**src/rtl/uit_pkg.sv**
```systemverilog
package uit_pkg;
    localparam int unsigned CNT_W     = 16;
    localparam int unsigned DLEN_W    = 4;
    localparam int unsigned MIN_DATA  = 5;
    localparam int unsigned MAX_DATA  = 9;
    localparam int unsigned MAX_CHAR  = 1 + MAX_DATA + 1 + 2;
    localparam int unsigned BIT_W     = $clog2(MAX_CHAR + 1);

    typedef enum logic [0:0] {
        ST_DISARMED = 1'b0,
        ST_COUNTING = 1'b1
    } uit_state_e;
endpackage

```
**src/rtl/uit_char_len.sv**
```systemverilog
module uit_char_len
    import uit_pkg::*;
(
    input  logic [DLEN_W-1:0] data_bits,
    input  logic              parity_en,
    input  logic              two_stop,
    output logic [BIT_W-1:0]  char_bits
);
    logic [DLEN_W-1:0] data_clamped;

    always_comb begin
        if (data_bits < DLEN_W'(MIN_DATA))
            data_clamped = DLEN_W'(MIN_DATA);
        else if (data_bits > DLEN_W'(MAX_DATA))
            data_clamped = DLEN_W'(MAX_DATA);
        else
            data_clamped = data_bits;
        char_bits = BIT_W'(1) + BIT_W'(data_clamped) + BIT_W'(parity_en)
                  + (two_stop ? BIT_W'(2) : BIT_W'(1));
    end
endmodule

```
**src/rtl/uit_bit_timer.sv**
```systemverilog
module uit_bit_timer
    import uit_pkg::*;
(
    input  logic             clk,
    input  logic             rst_n,
    input  logic             restart,
    input  logic             bit_tick,
    input  logic             line_idle,
    input  logic [BIT_W-1:0] char_bits,
    output logic             char_done
);
    logic [BIT_W-1:0] bit_cnt;

    assign char_done = bit_tick && line_idle && !restart
                    && (bit_cnt == char_bits - BIT_W'(1));

    always_ff @(posedge clk or negedge rst_n) begin
        if (!rst_n)
            bit_cnt <= '0;
        else if (restart)
            bit_cnt <= '0;
        else if (bit_tick) begin
            if (!line_idle || char_done)
                bit_cnt <= '0;
            else
                bit_cnt <= bit_cnt + BIT_W'(1);
        end
    end
endmodule

```
**src/rtl/uit_ctrl_fsm.sv**
```systemverilog
module uit_ctrl_fsm
    import uit_pkg::*;
(
    input  logic             clk,
    input  logic             rst_n,
    input  logic             rx_char_strobe,
    input  logic             char_done,
    input  logic [CNT_W-1:0] max_idle,
    input  logic             irq_clear,
    output logic             buf_close,
    output logic             irq,
    output logic [CNT_W-1:0] idle_count
);
    uit_state_e       state_q, state_d;
    logic [CNT_W-1:0] cnt_d;
    logic             fire;

    always_ff @(posedge clk or negedge rst_n) begin
        if (!rst_n) begin
            state_q    <= ST_DISARMED;
            idle_count <= '0;
            buf_close  <= 1'b0;
            irq        <= 1'b0;
        end else begin
            state_q    <= state_d;
            idle_count <= cnt_d;
            buf_close  <= fire;
            if (fire)
                irq <= 1'b1;
            else if (irq_clear)
                irq <= 1'b0;
        end
    end

    always_comb begin
        state_d = state_q;
        cnt_d   = idle_count;
        fire    = 1'b0;
        if (rx_char_strobe) begin
            if (max_idle != '0) begin
                state_d = ST_COUNTING;
                cnt_d   = max_idle;
            end else begin
                state_d = ST_DISARMED;
                cnt_d   = '0;
            end
        end else begin
            unique case (state_q)
                ST_DISARMED: begin
                    cnt_d = '0;
                end
                ST_COUNTING: begin
                    if (max_idle == '0) begin
                        state_d = ST_DISARMED;
                        cnt_d   = '0;
                    end else if (char_done) begin
                        if (idle_count <= CNT_W'(1)) begin
                            fire    = 1'b1;
                            state_d = ST_DISARMED;
                            cnt_d   = '0;
                        end else begin
                            cnt_d = idle_count - CNT_W'(1);
                        end
                    end
                end
                default: begin
                    state_d = ST_DISARMED;
                    cnt_d   = '0;
                end
            endcase
        end
    end
endmodule

```
**src/rtl/uart_idle_timeout.sv**
```systemverilog
module uart_idle_timeout
    import uit_pkg::*;
(
    input  logic              clk,
    input  logic              rst_n,
    input  logic              bit_tick,
    input  logic              line_idle,
    input  logic              rx_char_strobe,
    input  logic [DLEN_W-1:0] data_bits,
    input  logic              parity_en,
    input  logic              two_stop,
    input  logic [CNT_W-1:0]  max_idle,
    input  logic              irq_clear,
    output logic              buf_close,
    output logic              irq,
    output logic [CNT_W-1:0]  idle_count
);
    logic [BIT_W-1:0] char_bits;
    logic             char_done;

    uit_char_len u_len (
        .data_bits (data_bits),
        .parity_en (parity_en),
        .two_stop  (two_stop),
        .char_bits (char_bits)
    );

    uit_bit_timer u_timer (
        .clk       (clk),
        .rst_n     (rst_n),
        .restart   (rx_char_strobe),
        .bit_tick  (bit_tick),
        .line_idle (line_idle),
        .char_bits (char_bits),
        .char_done (char_done)
    );

    uit_ctrl_fsm u_fsm (
        .clk            (clk),
        .rst_n          (rst_n),
        .rx_char_strobe (rx_char_strobe),
        .char_done      (char_done),
        .max_idle       (max_idle),
        .irq_clear      (irq_clear),
        .buf_close      (buf_close),
        .irq            (irq),
        .idle_count     (idle_count)
    );
endmodule

```
**config.mk**
```make
export PLATFORM = sky130hd
export DESIGN_NAME = uart_idle_timeout
export DESIGN_NICKNAME = d
export VERILOG_FILES = /design/src/rtl/uit_pkg.sv /design/src/rtl/uit_char_len.sv /design/src/rtl/uit_bit_timer.sv /design/src/rtl/uit_ctrl_fsm.sv /design/src/rtl/uart_idle_timeout.sv
export SDC_FILE = /design/constraint.sdc
export NUM_CORES = 1
export LEC_CHECK = 0
export ABC_AREA = 0
export BUFFER_PORTS_ARGS = -buffer_cell sky130_fd_sc_hd__buf_4
export CAP_MARGIN = 20
export CORE_MARGIN = 2
export CORE_UTILIZATION = 55
export DETAILED_ROUTE_END_ITERATION = 6
export GPL_TIMING_DRIVEN = 0
export PLACE_DENSITY = 0.91
export RECOVER_POWER = 100
export SLEW_MARGIN = 10
export SYNTH_ARGS = -nofsm -noshare
export SYNTH_HDL_FRONTEND = slang
export SYNTH_SLANG_ARGS = --single-unit
```
**constraint.sdc**
```tcl
create_clock -name clk -period 4.82 [get_ports clk]
set_input_delay 0.241 -clock clk [delete_from_list [all_inputs] [get_ports clk]]
set_output_delay 0.241 -clock clk [all_outputs]
set_load 0.1 [all_outputs]
```
==> flow_summary.json <==
{
  "htreeDepth": 1,
  "antenna_cells": 0,
  "final_antenna_net_count": 0,
  "cp-start-kind": "input port",
  "cts_buffers": 3,
  "vias": 1615,
  "die_width_um": 57.5,
  "area.sequential_um2": 576,
  "drive_above_1_share_pct": 15.5,
  "cp_max_fo": 10,
  "antenna_found_initial": 0,
  "min_path_type": "in -> reg",
  "path_clk_slew_ps": 130,
  "port_buffers": 45,
  "fin_cells": 251,
  "power.density_nw_per_um2": 349,
  "wl_mm": 4.21,
  "finalSetupViolCount": 0,
  "nFillCells": 243,
  "fin_crit_ps": 3470,
  "core_area_um2": 2730,
  "nets": 255,
  "drt_iter0_markers": 104,
  "synthTopCellsByArea": "dfrtp_1 (37%), a22o_1 (6.1%), o21ai_0 (5.4%)",
  "finalPower_w": 0.000655,
  "synth_edf_count": 0,
  "clock_latency_ps": 320,
  "syn_avg_cell_area_um2": 9.25,
  "slowest_delay_ps": 820,
  "ir_drop_v": 0.000379,
  "synth_top_cell_area_share_pct": 36.6,
  "finalSetupTns_ps": 0,
  "cp_data_required_time_ps": 5040,
  "postPlaceCellArea_um2": 1950,
  "cts_tree": "yes",
  "hold_viol": 0,
  "ys_async_sr_fraction_pct": 100,
  "grt_max_degree": 24,
  "post-route-period-util_pct": 71.9,
  "min_path_cells": 3,
  "synth_area_um2": 1570,
  "wl_per_cell_um": 16.8,
  "design_area_um2": 1880,
  "grt_pass1_wl_mm": 6.84,
  "cts-root-buf": "clkbuf_4",
  "crit_chain": "clkbuf_1 > and3b_1 > o21bai_1 > fa_1 > fa_1 > xor2_1 > or3_1 > o31ai_1 > clkbuf_1 > o21ai_0 > a22o_1",
  "final.setup.worst_slack_ps": 1350,
  "r2r_cells": 6,
  "synth_cell_types": 47,
  "ctsLongestPathBuffers": 2,
  "route.detailed.drc": 0,
  "multi_input_area_um2": 918,
  "drv_slew": 0,
  "start_util_pct": 57.5,
  "p_leak_nw": 0.803,
  "synth_fp_nets": 204,
  "grt_usage_pct": 26.2,
  "die-height_um": 57.5,
  "synthCells": 170,
  "floorplan.rows": 19,
  "cp-end-kind": "flip-flop",
  "worstSetupPathType": "in -> reg",
  "finClkSkew_ps": 3.21,
  "maxSlewHeadroom_pct": 18.9,
  "pre_cts_ws_ps": 1560,
  "ys.flop_type": "dfrtp_1",
  "cts_setup_buffers": 0,
  "arrival_ps": 3690,
  "dr.pass1.iters": 5,
  "synth_seq_cells": 23,
  "io-pin-count": 46,
  "rsz0062_at_grt": "no",
  "hpwl_mm": 3.22,
  "ctsResizeCount": 0,
  "viasPerCell": 6.43,
  "outcome": "finished, final reports clean",
  "yosysTopAreaCell": "dfrtp_1",
  "maxCapViolations": 0,
  "cp_slowest_cell": "o31ai_1",
  "gp_congestion": 0.902,
  "grt_pass1_vias": 1471,
  "grt_remaining_overflow": 0,
  "placedCellCount": 246,
  "clock_sinks": 23,
  "dieArea_um2": 3300,
  "ys_warn_count": 0,
  "fmax_mhz": 288,
  "area_growth_pct": 19.4,
  "yosysSeqAreaShare_pct": 36.6,
  "worstMarginPinSlew_ps": 1220
}
## final cells by class
type | instances | area share (%)
Multi-Input combinational cell | 136 | 48.9
Sequential cell | 23 | 30.6
Timing Repair Buffer | 46 | 14.5
Tap cell | 31 | 2.07
Clock buffer | 4 | 1.40
Buffer | 5 | 1.27
Inverter | 6 | 1.20
## layer usage
layer | global-route usage [%] | wire length [um]
met5 | 0 | 0
met4 | 9.30 | 88
met3 | 2.95 | 349
met2 | 44.2 | 2070
met1 | 34.8 | 1700
## state kept, by name (all words and copies together) (netlist names)
signal / count
u_fsm.irq: 1
u_fsm.idle_count: 16
u_fsm.state_q: 1
u_timer.bit_cnt: 4
u_fsm.buf_close: 1
## final timing paths
kind                                    startpoint                  end  slack [ps]
worst max-delay path                  data_bits[3]  u_fsm.idle_count[6]        1350
worst min-delay path                     irq_clear            u_fsm.irq         190
worst max register to register  u_timer.bit_cnt[0]  u_fsm.idle_count[6]        2150
worst min register to register           u_fsm.irq            u_fsm.irq         500
max in group asynchronous                    rst_n   u_timer.bit_cnt[0]        3430
min in group asynchronous                    rst_n  u_fsm.idle_count[5]         680
## Yosys cell counts, types with 3 or more instances
library cell,number
a22o_1,11
o21ai_0,17
ha_1,4
or3_1,3
inv_1,6
buf_2,3
nor2_1,16
xor2_1,3
o2bb2ai_1,3
xnor2_1,3
nor3_1,8
o31ai_1,7
nand2_1,16
dfrtp_1,23
a32o_1,3
nor4_1,5
## where the power goes
| group | internal (W) | total (W) | switching (W) | leakage [nW] |
|---|---|---|---|---|
| clock | 0.0000324 | 0.0000932 | 0.0000609 | 0.0150 |
| sequential | 0.000215 | 0.000249 | 0.0000342 | 0.292 |
| combinational | 0.0000702 | 0.000313 | 0.000243 | 0.496 |
## cell families (layout without fill, tap and decap cells)
kind of cell               count (synthesis)  count (layout)  synth area share [%]
and+or+nand+nor                           64              64                  21.7
xor gates and xnor gates                   6               6                  3.34
AOI/OAI and AO/OA                         60              60                  29.5
adders and majority gates                  6               6                  5.73
DFF                                       23              23                  36.6
buffers and inverters                     11              61                  3.10
## stage by stage
stage / hold WS [ps] / utilization, %
floorplan: -54.6 / -
global placement: 153 / 71.3
detailed placement: 154 / 71.3
CTS: 190 / 72.6
global route: 196 / 68.7
finish: 192 / 68.7
## repair_timing
action,4_1_cts,5_1_grt
hold buffers,1,0
hold endpoints to repair,23,0
setup endpoints to repair,0,0
## placed cells by master, fill, tap and decap left out, drive strengths merged, types with 4 or more instances in the layout
cell type	netlist	final
ha	4	4
o21ai	19	19
dfrtp	23	23
o31ai	8	8
nand2	16	16
buf	4	27
inv	6	6
or3	5	5
clkbuf	1	27
a22o	11	11
nor4	5	5
nor2	16	16
nor3	10	10
## critical path: cells and delay by family
| kind | cells | cell delay [ps] |
|---|---|---|
| fa+ha+maj | 2 | 880 |
| compound gates | 4 | 1300 |
| simple gates | 2 | 620 |
| buf+inv | 2 | 500 |
| xor+xnor | 1 | 160 |
Note: power is estimated with default switching activity, not from simulation.
